### config.mk
export PLATFORM = sky130hd
export DESIGN_NAME = vga_scanout
export DESIGN_NICKNAME = d
export VERILOG_FILES = /design/src/rtl/vga_pkg.sv /design/src/rtl/vga_timing.sv /design/src/rtl/vga_fetch.sv /design/src/rtl/vga_shift.sv /design/src/rtl/vga_scanout.sv
export SDC_FILE = /design/constraint.sdc
export NUM_CORES = 1
export LEC_CHECK = 0
export BUFFER_PORTS_ARGS = -buffer_cell sky130_fd_sc_hd__buf_2
export CORE_ASPECT_RATIO = 0.6
export CORE_UTILIZATION = 43
export DETAILED_ROUTE_END_ITERATION = 16
export PLACE_DENSITY = 0.69
export SLEW_MARGIN = 20
export SYNTH_ARGS = -nofsm -noshare
export SYNTH_HDL_FRONTEND = slang
export SYNTH_SLANG_ARGS = --single-unit
### constraint.sdc
create_clock -name clk_i -period 2.1 [get_ports clk_i]
set_clock_uncertainty 0.2 [all_clocks]
set_input_delay 0.315 -clock clk_i [delete_from_list [all_inputs] [get_ports clk_i]]
set_output_delay 0.315 -clock clk_i [all_outputs]
set_load 0.05 [all_outputs]
### src/rtl/vga_pkg.sv
package vga_pkg;
  localparam int unsigned PIX_PER_BYTE = 8;
  localparam int unsigned GRP_W        = 3;
  typedef logic [7:0] pix_byte_t;
endpackage

### src/rtl/vga_timing.sv
module vga_timing #(
  parameter int unsigned H_VIS  = 640,
  parameter int unsigned H_FP   = 16,
  parameter int unsigned H_SYNC = 96,
  parameter int unsigned H_BP   = 48,
  parameter int unsigned V_VIS  = 400,
  parameter int unsigned V_FP   = 12,
  parameter int unsigned V_SYNC = 2,
  parameter int unsigned V_BP   = 35,
  localparam int unsigned H_TOT = H_VIS + H_FP + H_SYNC + H_BP,
  localparam int unsigned V_TOT = V_VIS + V_FP + V_SYNC + V_BP,
  localparam int unsigned HW    = $clog2(H_TOT),
  localparam int unsigned VW    = $clog2(V_TOT)
) (
  input  logic          clk_i,
  input  logic          rst_ni,
  output logic [HW-1:0] hcnt_o,
  output logic [VW-1:0] vcnt_o,
  output logic          hblank_o,
  output logic          vblank_o,
  output logic          hsync_o,
  output logic          vsync_o
);
  logic line_end;
  assign line_end = (hcnt_o == HW'(H_TOT - 1));

  always_ff @(posedge clk_i or negedge rst_ni) begin
    if (!rst_ni) begin
      hcnt_o <= '0;
      vcnt_o <= VW'(V_VIS);
    end else begin
      hcnt_o <= line_end ? '0 : hcnt_o + 1'b1;
      if (line_end) vcnt_o <= (vcnt_o == VW'(V_TOT - 1)) ? '0 : vcnt_o + 1'b1;
    end
  end

  // flags toggle one clock ahead so they are registered at the boundary
  always_ff @(posedge clk_i or negedge rst_ni) begin
    if (!rst_ni) begin
      hblank_o <= 1'b0;
      vblank_o <= 1'b1;
      hsync_o  <= 1'b1;
      vsync_o  <= 1'b0;
    end else begin
      if (hcnt_o == HW'(H_VIS - 1))                  hblank_o <= 1'b1;
      else if (line_end)                             hblank_o <= 1'b0;
      if (hcnt_o == HW'(H_VIS + H_FP - 1))           hsync_o  <= 1'b0;
      else if (hcnt_o == HW'(H_VIS + H_FP + H_SYNC - 1)) hsync_o <= 1'b1;
      if (line_end) begin
        if (vcnt_o == VW'(V_VIS - 1))                vblank_o <= 1'b1;
        else if (vcnt_o == VW'(V_TOT - 1))           vblank_o <= 1'b0;
        if (vcnt_o == VW'(V_VIS + V_FP - 1))         vsync_o  <= 1'b1;
        else if (vcnt_o == VW'(V_VIS + V_FP + V_SYNC - 1)) vsync_o <= 1'b0;
      end
    end
  end
endmodule

### src/rtl/vga_fetch.sv
module vga_fetch
  import vga_pkg::*;
#(
  parameter int unsigned H_VIS   = 640,
  parameter int unsigned H_TOT   = 800,
  parameter int unsigned V_VIS   = 400,
  parameter int unsigned V_TOT   = 449,
  parameter int unsigned ADDR_W  = 16,
  parameter int unsigned FB_BASE = 32'h8000,
  localparam int unsigned HW     = $clog2(H_TOT),
  localparam int unsigned VW     = $clog2(V_TOT),
  localparam int unsigned BYTES  = (H_VIS / PIX_PER_BYTE) * V_VIS,
  localparam int unsigned CW     = $clog2(BYTES)
) (
  input  logic              clk_i,
  input  logic              rst_ni,
  input  logic [HW-1:0]     hcnt_i,
  input  logic [VW-1:0]     vcnt_i,
  input  logic              vblank_i,
  output logic              rd_o,
  output logic [ADDR_W-1:0] addr_o
);
  logic          fetch_en;
  logic          fetch_vis;
  logic          last_grp;
  logic [CW-1:0] cnt;

  // window opens one group before the display area, closes one group early
  always_ff @(posedge clk_i or negedge rst_ni) begin
    if (!rst_ni)                                             fetch_en <= 1'b1;
    else if (hcnt_i == HW'(H_TOT - PIX_PER_BYTE - 1))        fetch_en <= 1'b1;
    else if (hcnt_i == HW'(H_VIS - PIX_PER_BYTE - 1))        fetch_en <= 1'b0;
  end

  // vertical qualifier refers to the line the fetched byte belongs to
  assign last_grp  = (hcnt_i >= HW'(H_TOT - PIX_PER_BYTE));
  assign fetch_vis = last_grp ? ((vcnt_i == VW'(V_TOT - 1)) || (vcnt_i < VW'(V_VIS - 1)))
                              : (vcnt_i < VW'(V_VIS));
  assign rd_o      = fetch_en && fetch_vis && (&hcnt_i[GRP_W-1:0]);

  always_ff @(posedge clk_i or negedge rst_ni) begin
    if (!rst_ni)       cnt <= '0;
    else if (rd_o)     cnt <= cnt + 1'b1;
    else if (vblank_i) cnt <= '0;
  end

  assign addr_o = ADDR_W'(FB_BASE) | ADDR_W'(cnt);
endmodule

### src/rtl/vga_shift.sv
module vga_shift
  import vga_pkg::*;
(
  input  logic             clk_i,
  input  logic             rst_ni,
  input  logic             load_i,
  input  pix_byte_t        data_i,
  input  logic [GRP_W-1:0] sel_i,
  input  logic             blank_i,
  output logic             video_o
);
  pix_byte_t pix_q;

  always_ff @(posedge clk_i or negedge rst_ni) begin
    if (!rst_ni)     pix_q <= '0;
    else if (load_i) pix_q <= data_i;
  end

  // bit 7 first: index is the complement of the in-group position
  assign video_o = !blank_i && pix_q[~sel_i];
endmodule

### src/rtl/vga_scanout.sv
module vga_scanout
  import vga_pkg::*;
#(
  parameter int unsigned H_VIS   = 640,
  parameter int unsigned H_FP    = 16,
  parameter int unsigned H_SYNC  = 96,
  parameter int unsigned H_BP    = 48,
  parameter int unsigned V_VIS   = 400,
  parameter int unsigned V_FP    = 12,
  parameter int unsigned V_SYNC  = 2,
  parameter int unsigned V_BP    = 35,
  parameter int unsigned ADDR_W  = 16,
  parameter int unsigned FB_BASE = 32'h8000,
  localparam int unsigned H_TOT  = H_VIS + H_FP + H_SYNC + H_BP,
  localparam int unsigned V_TOT  = V_VIS + V_FP + V_SYNC + V_BP,
  localparam int unsigned HW     = $clog2(H_TOT),
  localparam int unsigned VW     = $clog2(V_TOT)
) (
  input  logic              clk_i,
  input  logic              rst_ni,
  input  logic [7:0]        mem_data_i,
  output logic [ADDR_W-1:0] mem_addr_o,
  output logic              mem_rd_o,
  output logic              cpu_rdy_o,
  output logic              cpu_be_o,
  output logic              hsync_o,
  output logic              vsync_o,
  output logic              video_o
);
  logic [HW-1:0] hcnt;
  logic [VW-1:0] vcnt;
  logic          hblank, vblank;

  vga_timing #(
    .H_VIS(H_VIS), .H_FP(H_FP), .H_SYNC(H_SYNC), .H_BP(H_BP),
    .V_VIS(V_VIS), .V_FP(V_FP), .V_SYNC(V_SYNC), .V_BP(V_BP)
  ) u_timing (
    .clk_i(clk_i), .rst_ni(rst_ni),
    .hcnt_o(hcnt), .vcnt_o(vcnt),
    .hblank_o(hblank), .vblank_o(vblank),
    .hsync_o(hsync_o), .vsync_o(vsync_o)
  );

  vga_fetch #(
    .H_VIS(H_VIS), .H_TOT(H_TOT), .V_VIS(V_VIS), .V_TOT(V_TOT),
    .ADDR_W(ADDR_W), .FB_BASE(FB_BASE)
  ) u_fetch (
    .clk_i(clk_i), .rst_ni(rst_ni),
    .hcnt_i(hcnt), .vcnt_i(vcnt), .vblank_i(vblank),
    .rd_o(mem_rd_o), .addr_o(mem_addr_o)
  );

  vga_shift u_shift (
    .clk_i(clk_i), .rst_ni(rst_ni),
    .load_i(mem_rd_o), .data_i(mem_data_i),
    .sel_i(hcnt[GRP_W-1:0]), .blank_i(hblank || vblank),
    .video_o(video_o)
  );

  // bus is stolen for exactly the read clock
  assign cpu_rdy_o = !mem_rd_o;
  assign cpu_be_o  = !mem_rd_o;
endmodule

# Word-level counts from Yosys, hierarchy flattened

Cells that the tools add are included.

Output and inout bits: 22
Bits of input ports: 10
Logic and storage cells: 60
Register bits after elaboration: 47

Order comparisons: 4
Bitwise logic cells: 1
Add/sub/neg operators: 3
Reduce and logical (&&, ||, !) cells: 16
Equal/unequal tests: 10
Mux-type cells: 17

Operators with widths:

| kind                                                        | number |
|---|---|
| == test 10 bit (second input constant)                      | 6 |
| == test 9 bit (second input constant)                       | 4 |
| 2-to-1 mux 15 bit                                           | 2 |
| less-than comparator 9 bit (second input constant)          | 2 |
| adder 15 x 1 -> 15 bit (second input constant)              | 1 |
| 2-to-1 mux 1 bit                                            | 12 |
| nonzero test 2 bit                                          | 6 |
| adder 10 x 1 -> 10 bit (second input constant)              | 1 |
| >= comparator 10 bit (second input constant)                | 1 |
| 2-to-1 mux 10 bit                                           | 1 |
| adder 9 x 1 -> 9 bit (second input constant)                | 1 |
| 2-to-1 mux 9 bit                                            | 1 |
| less-than comparator 3 x 4 -> 1 bit (second input constant) | 1 |
| AND reduction 2 bit                                         | 2 |
| binary-select mux 1 bit (select 3 bit)                      | 1 |
| logical AND 1 bit                                           | 3 |
| inverter 3 bit                                              | 1 |
| AND reduction 3 bit                                         | 1 |
| zero test 1 bit                                             | 2 |
| logical OR 1 bit                                            | 2 |

# Depth between registers and ports, before layout

Gate-level depths: netlist of run 1.

Depth in word-level cells: 6
Mapped depth: 10
Gate-level depth less buffers: 8

# Hierarchy

Synthesis of run 1 repeated with hierarchy kept, for this count alone.

Cells, all modules: 266
Area, all modules: 2692.6 sq um

By module, submodules not included:

| module      | seq. area each (sq um) | cells an instance | area each (sq um) | instances |
|---|---|---|---|---|
| vga_timing  | 581.8                  | 126               | 1244.9            | 1 |
| vga_fetch   | 401.6                  | 112               | 1061.0            | 1 |
| vga_shift   | 200.2                  | 25                | 369.1             | 1 |
| vga_scanout | 0.0                    | 3                 | 17.5              | 1 |

# Worst setup path before layout of run 1

Ideal clock, no wire load.

Kind: flip-flop to output port
Start point: register u_timing.hcnt_o[0]
End point: output port video_o
Data arrival time: 1874 ps
Path buffers: 0
Setup slack: -289 ps
Required time: 1585 ps
Cell stages (with the launch flop): 4
Cell sequence: dfrtp_1 -> mux4_2 -> mux2i_1 -> nor3_1

Word-level cells in the longest chain between the ends: 4

Ends and longest elaborated chain:

| what                                   | RTL line          | source |
|---|---|---|
| start, declared                        | vga_timing.sv:17  | `output logic [HW-1:0] hcnt_o,` |
| start signal, assigned                 | vga_timing.sv:32  | `hcnt_o <= line_end ? '0 : hcnt_o + 1'b1;` |
| inverter 3 bit                         | vga_shift.sv:20   | `assign video_o = !blank_i && pix_q[~sel_i];` |
| binary-select mux 1 bit (select 3 bit) | vga_shift.sv:20   |  |
| 2-to-1 mux 1 bit (not written as such) | vga_shift.sv:20   |  |
| logical AND 1 bit                      | vga_shift.sv:20   |  |
| end, declared                          | vga_scanout.sv:28 | `output logic video_o` |

Every way passes these cells. The select of a mux whose other input is x is not followed.

# Final worst setup path of run 1

Start point: register u_timing.vcnt_o[8]
End point: output port mem_rd_o

Word-level cells in the longest chain between the ends: 5
Elaborated cells on any way between the ends: 7
Those cells by class: 2 x order compare; 1 x eq/ne; 1 x mux; 3 x reduce/logical

Ends and longest elaborated chain:

| what                                                        | RTL line          | source |
|---|---|---|
| start, declared                                             | vga_timing.sv:18  | `output logic [VW-1:0] vcnt_o,` |
| start signal, assigned                                      | vga_timing.sv:30  | `vcnt_o <= VW'(V_VIS);` |
| start signal, assigned                                      | vga_timing.sv:33  | `if (line_end) vcnt_o <= (vcnt_o == VW'(V_TOT - 1)) ? '0 : vcnt_o + 1'b1;` |
| less-than comparator 9 bit or == test 9 bit (tied branches) | vga_fetch.sv:37   | `assign fetch_vis = last_grp ? ((vcnt_i == VW'(V_TOT - 1)) \|\| (vcnt_i < VW'(V_VIS - 1)))` |
| logical OR 1 bit                                            | vga_fetch.sv:37   |  |
| 2-to-1 mux 1 bit (*)                                        | vga_fetch.sv:37   |  |
| logical AND 1 bit (*) (2 in a row)                          | vga_fetch.sv:39   | `assign rd_o = fetch_en && fetch_vis && (&hcnt_i[GRP_W-1:0]);` |
| end, declared                                               | vga_scanout.sv:23 | `output logic mem_rd_o,` |

Mark *: on every way between the ends. The rest lies on a longest branch, timed or not.

==> summary.md, run 1 <==
| Metric | Value |
|---|---|
| Vias per std cell | `around 5.3` |
| CTS tree | `done` |
| Total wire length | `around 5.6 mm` |
| Die height | `between 60 and 70 um` |
| Final core utilization | `0.602` |
| Synth Register Bits | `47` |
| DIE WIDTH | `a little over 100 um` |
| Post-Place Cells | `between 300 and 400` |
| Final setup fails | `26` |
| Final layout net count | `330` |
| Reg2reg start | `u_timing.vcnt_o[8]` |
| Worst setup slack after layout | `-0.257 ns` |
| GP Congestion | `about 0.85` |
| Initial core utilization | `0.454` |
| Clock Pin Slew Worst Setup and Hold Paths | `~0.09 ns` |
| Max-cap violations | `0` |
| Worst Hold Slack | `around 0.037 ns` |
| Reg2Reg Setup Slack | `-0.22 ns` |
| Startpoint types | `register` |
| N_diodes | `0` |
| Worst slew pin tran | `a little under 0.6 ns` |
| Sinks on Clock Net | `47` |
| First-pass GRT wire length | `~9 mm` |
| Sw Ratio | `0.204` |
| Fmax | `424 MHz` |
| Seq/Total Area, Yosys | `0.461` |
| CP Data Required Time | `approximately 1.6 ns` |
| Worst slew margin | `0.612` |
| Ys Warns | `0` |
| Critical R2R Capture | `u_fetch.cnt[1]` |
| Min Tclk post-route | `around 2.4 ns` |
| Reg2Reg Depth | `8` |
| DIE AREA | `6290 um^2` |
| RSZ-0062 raised after global routing | `true` |
| PD cells | `between 400 and 500 nW/um^2` |
| Async SR Flop Fraction | `1.00` |
| Drt pass-1 iters | `4` |
| CP endpoint kind | `output pin` |
| Internal power | `0.00130 W` |
| Clk Latency, worst-skew pair | `around 0.31 ns` |
| Avg WL per Cell | `14.2 um` |
| CP endpoint | `mem_rd_o` |
| Combinational share of power | `0.021` |
| Layout cells sized above 1 | `0.439` |
| CORE AREA | `between 5000 and 6000 um^2` |
| CTS Root Cell | `clkbuf_8` |
| WP data arrival | `between 1.5 and 2 ns` |
| Detail Route Antenna Nets | `0` |
| DRT iter0 DRCs | `roughly 110` |
| Synth Area in XOR/XNOR | `0.0580` |
| Post-synthesis mux area share | `0.0687` |
| Synth Net Count | `247` |
| HPWL Detailed | `just under 4 mm` |
| Vias | `between 2000 and 2500` |
| Simple-gate share of the synthesized area | `0.209` |
| # H-tree levels | `2` |
| DRC | `0` |
| Violated checks | `negative setup slack` |
| GRT Util Overall | `0.199` |
| Avg Inst Size Synth | `around 11 um^2` |
| CTS Buf Count | `5` |
| Critical-path maximum fanout | `4` |
| Area Growth Syn to Fin | `32.6%` |
| Sequential Power Share | `0.554` |
| Clock Power Share | `0.425` |
| Grt ovf | `0` |
| P_sw | `~0.00033 W` |
| Post-Synth Adder-Cell Area | `0.0341` |
| Non-Filler Instances | `just under 400` |
| Synth Cell Area | `~2600 um^2` |
| Final Hold Fails | `0` |
| Buffers on Ports | `30` |
| Cell Rows | `21` |
| IR drop worst, VDD | `0.000330 V` |
| Tcrit/Tclk final | `1.12` |
| Antenna violations before repair | `0` |
| Vias in the first global route | `between 1500 and 2000` |
| Clk buf depth | `2` |
| Post-Syn Instances | `230` |
| Most common flop cell mapped by yosys | `dfrtp_1` |
| Largest net degree at the start of global routing | `26` |
| Post-synth EDFFs | `0` |
| Synth Area in Compound Gates | `0.123` |
| I/O Pins | `32` |
| Main combinational cell family by area after synthesis | `simple AND/OR/NAND/NOR gates` |
| Static leakage | `between 1.5 and 2 nW` |
| Final slew viol count | `0` |
| Distinct cells, synth | `between 50 and 60` |
| Critical path startpoint | `u_timing.vcnt_o[8]` |
| Hold Path Class | `primary input to register` |
| Outcome | `finished with violations` |
| Crit path kind | `register to output pin` |
-- power groups by stage --
stage / logic [W] / registers (W) / clock network (W)
5_1_grt: 0.0000394 / 0.000905 / 0.000755
3_5_place_dp: 0.0000347 / 0.000922 / 0
3_3_place_gp: 0.0000337 / 0.000922 / 0
4_1_cts: 0.0000362 / 0.000905 / 0.000715
6_report: 0.0000346 / 0.000905 / 0.000693
2_1_floorplan: 0.00000545 / 0.000923 / 0
-- Yosys cell counts (all sizes together) (5+ instances only) --
| library cell | n | area, um^2 |
|---|---|---|
| nor3 | 6 | 35.0 |
| buf | 9 | 83.8 |
| dfstp | 6 | 158 |
| ha | 7 | 87.6 |
| a22o | 8 | 70.1 |
| a21oi | 8 | 40.0 |
| mux2 | 9 | 101 |
| xor2 | 8 | 70.1 |
| o21ai | 5 | 25.0 |
| and3 | 6 | 42.5 |
| xnor2 | 9 | 78.8 |
| nand3 | 11 | 55.1 |
| nor2b | 5 | 31.3 |
| nand4 | 8 | 56.3 |
| nand2 | 23 | 91.3 |
| inv | 6 | 30.0 |
| nor2 | 12 | 47.6 |
| nand2b | 5 | 31.3 |
| dfrtp | 41 | 1030 |
-- placed cells by master (no fill, tap or decap), drive strengths merged, types with 2 or more instances in the layout --
master / synthesis / layout
mux4: 2 / 2
nand3: 11 / 11
and4: 2 / 2
nor2b: 5 / 5
nor2: 12 / 12
xnor2: 9 / 9
dfrtp: 41 / 41
nand4: 8 / 8
a21oi: 8 / 8
mux2: 9 / 9
nand2: 23 / 23
o21ai: 5 / 5
a22o: 8 / 8
mux2i: 3 / 3
inv: 6 / 6
a21o: 2 / 2
dfstp: 6 / 6
nand2b: 5 / 5
xor2: 8 / 8
a221o: 3 / 3
clkbuf: 0 / 6
o41ai: 3 / 3
ha: 7 / 7
and2: 2 / 2
and3: 6 / 6
nor3: 6 / 6
nor4: 2 / 2
or2: 3 / 3
buf: 9 / 84
a22oi: 2 / 2
-- worst min path at each step --
stage	depth (start not counted)	slack, ns	startpoint	endpoint
2_1_floorplan	0	-0.18	rst_ni	u_fetch.cnt[0]
3_3_place_gp	1	0.13	rst_ni	u_fetch.cnt[12]
3_5_place_dp	1	0.15	rst_ni	u_fetch.cnt[12]
4_1_cts	2	0.03	mem_data_i[5]	u_shift.pix_q[5]
5_1_grt	2	0.04	mem_data_i[5]	u_shift.pix_q[5]
6_report	2	0.04	mem_data_i[5]	u_shift.pix_q[5]
-- cell families (layout without fill, tap and decap cells) --
kind of cell | Yosys count | in the layout
AOI/OAI and AO/OA | 40 | 40
xor gates and xnor gates | 17 | 17
adders and majority gates | 7 | 7
buffers and inverters | 15 | 99
DFF | 47 | 47
muxes | 14 | 14
other | 1 | 1
and+or+nand+nor | 89 | 89
-- worst max-delay path: stages, from the launching register on --
cell and delay, ns:
dfstp_2 0.59, nand2_2 0.09, buf_4 0.14, o211ai_1 0.19, a41o_2 0.14, and2_4 0.20, inv_8 0.04, buf_8 0.14
-- what timing repair did --
| item | in CTS | in global routing |
|---|---|---|
| setup buffers | 8 | 7 |
| endpoints found under the hold margin | 20 | 0 |
| cloned | 1 | 0 |
| resized for setup | 18 | 9 |
| endpoints found under the setup margin | 26 | 28 |
| hold buffers | 1 | 0 |
| pin swaps | 3 | 9 |
-- routing by layer --
layer  vias up  global-route usage  wire length [um]
met4         0              0.0683                97
met5         -                   0                 0
met1       985               0.300              2890
li1       1004                   -                 -
met2        70               0.277              2250
met3        12              0.0481               377
-- flip-flops by register name, indices dropped and copies added, names as in the netlist --
| register | count |
|---|---|
| u_fetch.cnt | 15 |
| u_fetch.fetch_en | 1 |
| u_shift.pix_q | 8 |
| u_timing.hblank_o | 1 |
| u_timing.hcnt_o | 10 |
| u_timing.hsync_o | 1 |
| u_timing.vblank_o | 1 |
| u_timing.vcnt_o | 9 |
| u_timing.vsync_o | 1 |
-- metrics by stage --
stage | setup WS [ns] | area [um^2] | setup TNS, ns | total power, W
floorplan | -0.139 | 2610 | -1.54 | 0.000928
global route | -0.344 | 3400 | -5.96 | 0.00170
finish | -0.257 | 3400 | -4.22 | 0.00163
CTS | -0.254 | 3320 | -3.39 | 0.00166
detailed placement | -0.114 | 3060 | -1.93 | 0.000957
global placement | -0.0739 | 3060 | -1.25 | 0.000956
-- cell type report --
class / count / area, um^2
Fill cell: 459 / 2250
Inverter: 6 / 30.0
Clock inverter: 2 / 35.0
Clock buffer: 6 / 82.6
Multi-Input combinational cell: 168 / 1340
Timing Repair Buffer: 85 / 631
Tap cell: 80 / 100
Sequential cell: 47 / 1190
No activity file was read; power rests on OpenSTA's default activity.
==> inputs of run 2 (changes only) <==
--- a/config.mk
+++ b/config.mk
@@ -7,9 +7,10 @@
 export LEC_CHECK = 0
 export BUFFER_PORTS_ARGS = -buffer_cell sky130_fd_sc_hd__buf_2
 export CORE_ASPECT_RATIO = 0.6
-export CORE_UTILIZATION = 43
+export CORE_UTILIZATION = 30
 export DETAILED_ROUTE_END_ITERATION = 16
-export PLACE_DENSITY = 0.69
+export PLACE_DENSITY = 0.53
+export SKIP_LAST_GASP = 1
 export SLEW_MARGIN = 20
 export SYNTH_ARGS = -nofsm -noshare
 export SYNTH_HDL_FRONTEND = slang
==> run 2 against run 1 <==
The flow still finishes with violations (negative setup slack). Combinational power is 5.8% lower. Hold slack better by 0.020 ns. Cell area is 7.1% higher. Via count hardly changed. Global-route usage is 4.8 points lower. Critical path depth is 1 lower. Sequential share of layout area is 2.3 points lower. Cell count is 9.4% higher. Largest power group unchanged.
==> summary.md, run 2 (synthesis gave the netlist of run 1 again) <==
| Metric | Value |
|---|---|
| Crit path kind | `register to output pin` |
| Tcrit/Tclk final | `1.12` |
| DRT iter0 DRCs | `~100` |
| Cell Rows | `25` |
| Worst slew pin tran | `around 0.63 ns` |
| Vias in the first global route | `between 1500 and 2000` |
| I/O Pins | `32` |
| Critical R2R Capture | `u_shift.pix_q[5]` |
| Vias per std cell | `around 4.8` |
| Internal power | `around 0.0014 W` |
| WL met1 | `around 3.5 mm` |
| Clock Power Share | `0.452` |
| Antenna violations before repair | `0` |
| CP endpoint kind | `output pin` |
| CORE AREA | `~8100 um^2` |
| P_sw | `approximately 0.00036 W` |
| RSZ-0062 raised after global routing | `true` |
| Reg2reg start | `u_timing.vcnt_o[7]` |
| Reg2Reg Depth | `8` |
| Violated checks | `negative setup slack` |
| DIE WIDTH | `between 100 and 150 um` |
| # H-tree levels | `2` |
| CTS Buf Count | `5` |
| Commonest non-fill, non-tap cell in the layout | `buf_4` |
| GRT Util Overall | `0.150` |
| Most frequent cells in the layout | `46 x buf_4, 38 x dfrtp_1, 26 x buf_2` |
| Layout cells sized above 1 | `0.474` |
| Fmax | `approximately 430 MHz` |
| HPWL Detailed | `4.33 mm` |
| Static leakage | `1.71 nW` |
| Biggest register | `u_fetch.cnt` |
| Combinational share of power | `0.019` |
| CTS Root Cell | `clkbuf_16` |
| Post-Place Cells | `about 400` |
| Final setup fails | `34` |
| Largest net degree at the start of global routing | `48` |
| Vias | `2069` |
| GP Congestion | `0.808` |
| DRC | `0` |
| Final Hold Fails | `0` |
| Outcome | `finished with violations` |
| Min Tclk post-route | `around 2.4 ns` |
| Clock Pin Slew Worst Setup and Hold Paths | `around 0.06 ns` |
| IR drop worst, VDD | `0.000258 V` |
| Area Growth Syn to Fin | `41.9%` |
| Grt ovf | `0` |
| PD cells | `about 470 nW/um^2` |
| Final slew viol count | `0` |
| Non-Filler Instances | `431` |
| DIE AREA | `around 8900 um^2` |
| WL met3 | `218 um` |
| Worst hold start | `mem_data_i[1]` |
| Clk Latency, worst-skew pair | `0.29 ns` |
| Buffers on Ports | `30` |
| Critical-path maximum fanout | `5` |
| Hold Path Class | `primary input to register` |
| Initial core utilization | `0.318` |
| Detail Route Antenna Nets | `0` |
| Final layout net count | `approximately 340` |
| WP data arrival | `around 1.8 ns` |
| Critical path startpoint | `u_timing.vcnt_o[7]` |
| Total wire length | `6.17 mm` |
| N_diodes | `0` |
| Avg WL per Cell | `between 10 and 15 um` |
| Top sig layer | `met4` |
| Largest register FFs | `15` |
| Worst slew margin | `0.582` |
| Die height | `approximately 74 um` |
| Biggest regs | `u_fetch.cnt: 15 flops, u_timing.hcnt_o: 10 flops, u_timing.vcnt_o: 9 flops` |
| Clk buf depth | `2` |
| PnR Total Power | `0.00171 W` |
| Metal2 WL | `2.35 mm` |
| First-pass GRT wire length | `between 10 and 15 mm` |
| Drt pass-1 iters | `4` |
| Hold depth | `2` |
| Sinks on Clock Net | `47` |
| CTS tree | `done` |
| CP Data Required Time | `around 1.6 ns` |
| Sw Ratio | `0.209` |
| Worst setup slack after layout | `-0.251 ns` |
| Max-cap violations | `0` |
| Sequential Power Share | `0.529` |
| Worst hold endpoint | `u_shift.pix_q[1]` |
| Reg2Reg Setup Slack | `-0.23 ns` |
| Startpoint types | `register` |
[run 2: cell types whose count changed in the layout (fill, tap and decap cells not counted), sizes merged]
cell    change
clkbuf      +1
buf         +9
bufinv      -1
[run 2: critical path: stages (launching register included)]
cell       delay (ns)
dfstp_2          0.59
nand4bb_4        0.14
nor4_4           0.27
nand4_2          0.15
and2_4           0.21
inv_8            0.06
buf_8            0.13
[run 2: how the worst max path moves through the flow]
stage                      end  depth (start not counted)  slack [ns]
2_1_floorplan         mem_rd_o                          7       -0.14
3_3_place_gp   u_fetch.cnt[11]                          6       -0.07
3_5_place_dp   u_fetch.cnt[13]                          6       -0.11
4_1_cts               mem_rd_o                          8       -0.21
5_1_grt               mem_rd_o                          6       -0.32
6_report              mem_rd_o                          6       -0.25
[run 2: cell type report]
type                    count  area (um^2)
clock buffers               7          133
clock inverters             1         5.00
fillers                   777         4430
inverters                   6         30.0
multi-input cells         168         1410
flip-flops and latches     47         1190
well taps                 108          135
repair buffers             94          738
[run 2: per-stage QoR]
stage	instance area, um^2	setup slack [ns]	utilization	TNS (ns)	hold WS, ns
after floorplan	2610	-0.139	-	-1.54	-0.181
after global placement	3130	-0.0682	0.388	-0.829	0.257
after detailed placement	3130	-0.107	0.388	-1.51	0.261
after CTS	3450	-0.214	0.428	-3.25	0.0497
after global routing	3640	-0.317	0.451	-6.74	0.0505
final	3640	-0.251	0.451	-4.35	0.0568
[run 2: power groups by stage]
stage                     Combinational [W]  Sequential [W]  Clock (W)
after floorplan                  0.00000545        0.000923          0
after global placement            0.0000326        0.000922          0
after detailed placement          0.0000330        0.000922          0
after CTS                         0.0000348        0.000905   0.000807
after global routing              0.0000378        0.000905   0.000838
final                             0.0000326        0.000906   0.000773
[run 2: layer usage]
| metal | track usage | vias to the layer above |
|---|---|---|
| li1 | - | 1024 |
| met1 | 0.249 | 1006 |
| met2 | 0.180 | 31 |
| met3 | 0.0396 | 8 |
| met5 | 0 | - |
| met4 | 0.0412 | 0 |
[run 2: timing repair]
action	4_1_cts	5_1_grt
hold buffers	1	0
endpoints found under the hold margin	41	0
buffers inserted	10	11
gates cloned	1	0
endpoints found under the setup margin	26	36
gates resized for setup	27	27
pin swaps	9	24
